**src/rtl/ckey_pkg.sv**
```systemverilog
package ckey_pkg;
  localparam int CHANS   = 3;
  localparam int CH_W    = 8;
  localparam int PIX_W   = CHANS * CH_W;

  typedef enum logic [1:0] {
    KM_OFF = 2'd0,
    KM_SRC = 2'd1,
    KM_DST = 2'd2
  } key_mode_e;

  typedef struct packed {
    logic [PIX_W-1:0] lower;
    logic [PIX_W-1:0] upper;
    logic [CHANS-1:0] chan_en;
    key_mode_e        mode;
  } key_cfg_t;

  // Inclusive window test for one channel; disabled channel always matches.
  function automatic logic chan_in_window(input logic [CH_W-1:0] v,
                                          input logic [CH_W-1:0] lo,
                                          input logic [CH_W-1:0] hi,
                                          input logic            en);
    return !en || ((v >= lo) && (v <= hi));
  endfunction

  // Does the overlay pixel reach the output?
  function automatic logic choose_overlay(input key_mode_e m,
                                          input logic ovl_hit,
                                          input logic base_hit);
    case (m)
      KM_SRC:  return !ovl_hit;
      KM_DST:  return base_hit;
      default: return 1'b1;
    endcase
  endfunction
endpackage

```
**src/rtl/ckey_cfg_regs.sv**
```systemverilog
module ckey_cfg_regs
  import ckey_pkg::*;
#(
  parameter bit DEST_KEY_EN = 1'b1
) (
  input  logic             clk,
  input  logic             rst_n,
  input  logic             wr,
  input  logic [PIX_W-1:0] lower,
  input  logic [PIX_W-1:0] upper,
  input  logic [CHANS-1:0] chan_en,
  input  logic             src_req,
  input  logic             dst_req,
  input  logic             frame_start,
  output key_cfg_t         staged,
  output key_cfg_t         active,
  output logic             reject
);
  logic      bad_combo;
  logic      bad_dest;
  logic      accept;
  key_mode_e req_mode;

  assign bad_combo = src_req && dst_req;
  assign bad_dest  = dst_req && !DEST_KEY_EN;
  assign accept    = wr && !bad_combo && !bad_dest;

  always_comb begin
    if (src_req)      req_mode = KM_SRC;
    else if (dst_req) req_mode = KM_DST;
    else              req_mode = KM_OFF;
  end

  always_ff @(posedge clk) begin
    if (!rst_n) begin
      staged <= '{lower: '0, upper: '0, chan_en: '0, mode: KM_OFF};
      active <= '{lower: '0, upper: '0, chan_en: '0, mode: KM_OFF};
      reject <= 1'b0;
    end else begin
      reject <= wr && (bad_combo || bad_dest);
      if (accept) begin
        staged.lower   <= lower;
        staged.upper   <= upper;
        staged.chan_en <= chan_en;
        staged.mode    <= req_mode;
      end
      if (frame_start) active <= staged;
    end
  end
endmodule

```
**src/rtl/ckey_match.sv**
```systemverilog
module ckey_match
  import ckey_pkg::*;
(
  input  logic [PIX_W-1:0] pix,
  input  logic [PIX_W-1:0] lower,
  input  logic [PIX_W-1:0] upper,
  input  logic [CHANS-1:0] chan_en,
  output logic [CHANS-1:0] chan_hit,
  output logic             hit
);
  for (genvar i = 0; i < CHANS; i++) begin : g_chan
    assign chan_hit[i] = chan_in_window(pix[i*CH_W +: CH_W],
                                        lower[i*CH_W +: CH_W],
                                        upper[i*CH_W +: CH_W],
                                        chan_en[i]);
  end
  assign hit = &chan_hit;
endmodule

```
**src/rtl/ckey_select.sv**
```systemverilog
module ckey_select
  import ckey_pkg::*;
(
  input  logic             clk,
  input  logic             rst_n,
  input  key_mode_e        mode,
  input  logic             ovl_valid,
  input  logic [PIX_W-1:0] ovl_pix,
  input  logic             ovl_hit,
  input  logic             base_valid,
  input  logic [PIX_W-1:0] base_pix,
  input  logic             base_hit,
  output logic             out_valid,
  output logic [PIX_W-1:0] out_pix,
  output logic             out_sel_ovl
);
  logic pick_ovl;
  assign pick_ovl = choose_overlay(mode, ovl_hit, base_hit);

  always_ff @(posedge clk) begin
    if (!rst_n) begin
      out_valid   <= 1'b0;
      out_pix     <= '0;
      out_sel_ovl <= 1'b0;
    end else begin
      out_valid   <= ovl_valid && base_valid;
      out_sel_ovl <= pick_ovl;
      out_pix     <= pick_ovl ? ovl_pix : base_pix;
    end
  end
endmodule

```
**src/rtl/ovl_ckey_top.sv**
```systemverilog
module ovl_ckey_top
  import ckey_pkg::*;
#(
  parameter bit DEST_KEY_EN = 1'b1
) (
  input  logic             clk,
  input  logic             rst_n,
  input  logic             cfg_wr,
  input  logic [PIX_W-1:0] cfg_lower,
  input  logic [PIX_W-1:0] cfg_upper,
  input  logic [CHANS-1:0] cfg_chan_en,
  input  logic             cfg_src_req,
  input  logic             cfg_dst_req,
  output logic             cfg_reject,
  input  logic             frame_start,
  input  logic             ovl_covers_all,
  output logic             hides_below,
  input  logic             ovl_valid,
  input  logic [PIX_W-1:0] ovl_pix,
  input  logic             base_valid,
  input  logic [PIX_W-1:0] base_pix,
  output logic             out_valid,
  output logic [PIX_W-1:0] out_pix,
  output logic             out_sel_ovl
);
  key_cfg_t         stg_cfg;
  key_cfg_t         act_cfg;
  logic [1:0]       stg_mode;
  logic [1:0]       act_mode;
  logic [CHANS-1:0] ovl_chan_hit;
  logic [CHANS-1:0] base_chan_hit;
  logic             ovl_hit;
  logic             base_hit;

  ckey_cfg_regs #(.DEST_KEY_EN(DEST_KEY_EN)) u_cfg (
    .clk(clk), .rst_n(rst_n), .wr(cfg_wr),
    .lower(cfg_lower), .upper(cfg_upper), .chan_en(cfg_chan_en),
    .src_req(cfg_src_req), .dst_req(cfg_dst_req),
    .frame_start(frame_start),
    .staged(stg_cfg), .active(act_cfg), .reject(cfg_reject)
  );

  assign stg_mode = stg_cfg.mode;
  assign act_mode = act_cfg.mode;

  ckey_match u_ovl_match (
    .pix(ovl_pix), .lower(act_cfg.lower), .upper(act_cfg.upper),
    .chan_en(act_cfg.chan_en), .chan_hit(ovl_chan_hit), .hit(ovl_hit)
  );

  ckey_match u_base_match (
    .pix(base_pix), .lower(act_cfg.lower), .upper(act_cfg.upper),
    .chan_en(act_cfg.chan_en), .chan_hit(base_chan_hit), .hit(base_hit)
  );

  ckey_select u_sel (
    .clk(clk), .rst_n(rst_n), .mode(act_cfg.mode),
    .ovl_valid(ovl_valid), .ovl_pix(ovl_pix), .ovl_hit(ovl_hit),
    .base_valid(base_valid), .base_pix(base_pix), .base_hit(base_hit),
    .out_valid(out_valid), .out_pix(out_pix), .out_sel_ovl(out_sel_ovl)
  );

  assign hides_below = ovl_covers_all && (act_cfg.mode == KM_OFF);
endmodule

```
**config.mk**
```make
export PLATFORM = sky130hd
export DESIGN_NAME = ovl_ckey_top
export DESIGN_NICKNAME = d
export VERILOG_FILES = /design/src/rtl/ckey_pkg.sv /design/src/rtl/ckey_cfg_regs.sv /design/src/rtl/ckey_match.sv /design/src/rtl/ckey_select.sv /design/src/rtl/ovl_ckey_top.sv
export SDC_FILE = /design/constraint.sdc
export NUM_CORES = 1
export LEC_CHECK = 0
export ABC_AREA = 1
export BUFFER_PORTS_ARGS = -buffer_cell sky130_fd_sc_hd__buf_2
export CAP_MARGIN = 20
export CORE_UTILIZATION = 55
export DETAILED_ROUTE_END_ITERATION = 16
export GPL_TIMING_DRIVEN = 0
export PLACE_DENSITY_LB_ADDON = 0.3
export SYNTH_ARGS = -nofsm -noshare
export SYNTH_HDL_FRONTEND = slang
export SYNTH_SLANG_ARGS = --single-unit
```
**constraint.sdc**
```tcl
create_clock -name clk -period 2.04 [get_ports clk]
set_input_delay 0.408 -clock clk [delete_from_list [all_inputs] [get_ports clk]]
set_output_delay 0.408 -clock clk [all_outputs]
set_load 0.02 [all_outputs]
```
==> results_dict.tcl <==
set metrics [dict create \
    status "complete, but fails checks" \
    violations "negative setup slack" \
    grt_max_degree 17 \
    ys_warn_count 0 \
    cp.arrival_ns 2.54 \
    slew_headroom_pct 58.7 \
    worst_clock_skew_ns 0.00913 \
    hold_ws_ns 0.188 \
    vias 7262 \
    numCtsBuffers 17 \
    clock_sinks 133 \
    rsz0062_at_grt "yes" \
    required_ns 2.36 \
    drt_iter0_drc 544 \
    r2r_start "u_cfg.active[20]" \
    wl_per_cell_um 16.4 \
    hold_start "base_valid" \
    antenna_found_initial 0 \
    cpPeakStageDelay_ns 0.32 \
    ir_drop_mv 0.639 \
    hpwl_um 14200 \
    syn_inst 974 \
    io_buffers 134 \
    routed_wl_um 21800 \
    drive_gt1_share_pct 27.8 \
    vias_per_cell 5.46 \
    finalMaxSlewViolations 0 \
    tightest_slew_ns 0.619 \
    postRouteAntennaNets 0 \
    end_kind "flop" \
    ys_types 27 \
    htreeDepth 4 \
    power_leakage_nw 4.49 \
    cts_max_path_buffers 2 \
    cts_tree "yes" \
    path_max_fanout 10 \
    layout_worst_path_cycle_share_pct 109 \
    die_x_um 116 \
    post-route-drc-count 0 \
    postPlaceCellArea_um2 8040 \
    fillCellCount 942 \
    grt_pass1_vias 6342 \
    power_mw 7.80 \
    diodes 0 \
    max_freq_ghz 0.450 \
    ios 136 \
    final_area_um2 9530 \
    crit_path_top_delay_cell "dfxtp_1" \
    dieHeight_um 116 \
    drt_first_pass_iters 7 \
    cpMostUsedCell "nand2_1" \
    grt_pass1_wl_um 30500 \
    period_needed_ns 2.22 \
    root_buffer "clkbuf_16" \
    min_path_type "in -> reg" \
    place_congestion 0.874 \
    dp_slack_ns -0.251 \
    grt.total_usage_pct 30.5 \
    yosysSeqAreaShare_pct 37.2 \
    core-area_um2 12700 \
    area_delta_synth_final_pct 33.3 \
    path_clk_slew_ns 0.06 \
    overflow 0 \
    syn_nets 1181 \
    hold-path-cell-count 3 \
    rows 41 \
    setup_slack_ns -0.180 \
    cap_violations 0 \
    crit_chain "inv_2 > ha_1 > a21oi_2 > o21a_1 > nand2_1 > nand2_1 > nand2_1 > nand2_1 > nand3_2 > nand2_4 > buf_6 > nand3_1 > nand2_1 > nor2_1" \
    finalSetupViolations 25 \
    die_area_um2 13500 \
    clk_latency_ns 0.43 \
    avgSynthCellArea_um2 7.34 \
    start_util_pct 56.4 \
    r2r_setup_slack_ns -0.18 \
    fin_nets 1354 \
    finalHoldViolCount 0 \
    r2r_cells 14 \
    min_to "u_sel.out_valid" \
    critical_path_class "reg -> reg" \
    r2r-end "u_sel.out_pix[22]" \
    synth_area_um2 7150 \
    synth_seq_cells 133 \
    start_kind "flop" \
    p_per_area_nw_per_um2 818 \
]
layout make-up:
cell class / count / area (µm²) / share of cell area, %
Tap cell: 172 / 215 / 2.26
Timing Repair Buffer: 154 / 930 / 9.75
Clock inverter: 9 / 154 / 1.61
Clock buffer: 21 / 450 / 4.73
Inverter: 113 / 437 / 4.58
Sequential cell: 133 / 2680 / 28.2
Multi-Input combinational cell: 683 / 4400 / 46.2
Buffer: 45 / 258 / 2.70
flip-flops by register name, indices dropped and copies added (netlist names):
name and flops:
u_cfg.reject 1, u_sel.out_valid 1, u_cfg.active 53, u_sel.out_pix 24, u_sel.out_sel_ovl 1, u_cfg.staged 53
what timing repair did:
action / 4_1_cts / 5_1_grt
setup endpoints to repair: 21 / 25
hold buffers: 0 / 0
endpoints found under the hold margin: 0 / 0
setup buffers: 8 / 9
pin swaps: 6 / 45
gates resized for setup: 68 / 80
cloned: 2 / 2
per-stage QoR:
stage	std cells	setup TNS (ns)	util [%]
global route	1330	-5.07	75.2
detailed placement	1280	-4.84	63.4
finish	1330	-3.11	75.2
CTS	1320	-0.00417	71.8
global placement	1280	-4.21	63.4
floorplan	974	0	-
cells by family (layout without fill, tap and decap cells):
family,after synthesis,count (layout),synth area share [%]
buffers and inverters,158,342,8.87
DFF,133,133,37.2
and+or+nand+nor,368,368,20.5
AOI/OAI and AO/OA,216,216,16.0
adders and majority gates,99,99,17.3
worst max-delay path, delay by kind of cell, from the launching register on:
family / cells / cell delay (ns)
buffers and inverters: 2 / 0.27
adder cells (fa/ha/maj): 1 / 0.32
flip-flops: 1 / 0.32
AND/OR/NAND/NOR: 9 / 0.81
AO/OA/AOI/OAI: 2 / 0.38
cell usage after synthesis (all sizes together):
cell type	number	area [µm²]
clkinv	1	3.75
nand2	155	584
nand4	7	43.8
ha	99	1240
clkbuf	33	124
o21ai	106	531
dfxtp	133	2660
inv	112	420
buf	12	86.3
nor2	172	658
nand3b	3	22.5
a21o	2	15.0
nand3	27	135
a21oi	98	524
nor3	4	25.0
o21a	6	45.0
o21bai	3	22.5
a211oi	1	7.51
power by group:
group          switching, mW  leakage (nW)  total (mW)  internal, mW
clock                   1.13         0.289        3.19          2.06
combinational           1.01          3.09        1.72         0.708
sequential            0.0898          1.11        2.89          2.80
how the worst max path moves through the flow:
stage / depth (start not counted) / endpoint / start
2_1_floorplan: 14 / u_sel.out_pix[14] / base_pix[7]
3_3_place_gp: 15 / u_sel.out_pix[18] / base_pix[13]
3_5_place_dp: 15 / u_sel.out_pix[18] / base_pix[13]
4_1_cts: 18 / u_sel.out_pix[21] / u_cfg.active[38]
5_1_grt: 17 / u_sel.out_pix[22] / u_cfg.active[14]
6_report: 14 / u_sel.out_pix[22] / u_cfg.active[20]
cell usage in the layout, fill, tap and decap left out, drive strengths merged:
master / synthesis / final
nand3b: 3 / 3
nand3: 27 / 27
nand4: 7 / 7
clkbuf: 33 / 57
o21a: 6 / 6
buf: 12 / 163
clkinvlp: 0 / 2
inv: 112 / 112
o21ai: 106 / 106
clkinv: 1 / 4
a21oi: 98 / 98
a21o: 2 / 2
dfxtp: 133 / 133
o21bai: 3 / 3
nor3: 4 / 4
a211oi: 1 / 1
bufinv: 0 / 4
nor2: 172 / 172
nand2: 155 / 155
ha: 99 / 99
per-layer routing:
layer | share of wire [%] | routed length, µm | GRT usage, %
met5 | 0 | 0 | 0
met4 | 4.1 | 904 | 16.5
met3 | 8.6 | 1880 | 7.01
met2 | 47 | 10200 | 48.8
met1 | 40 | 8810 | 38.0
Power figures use the tool's default switching activity.
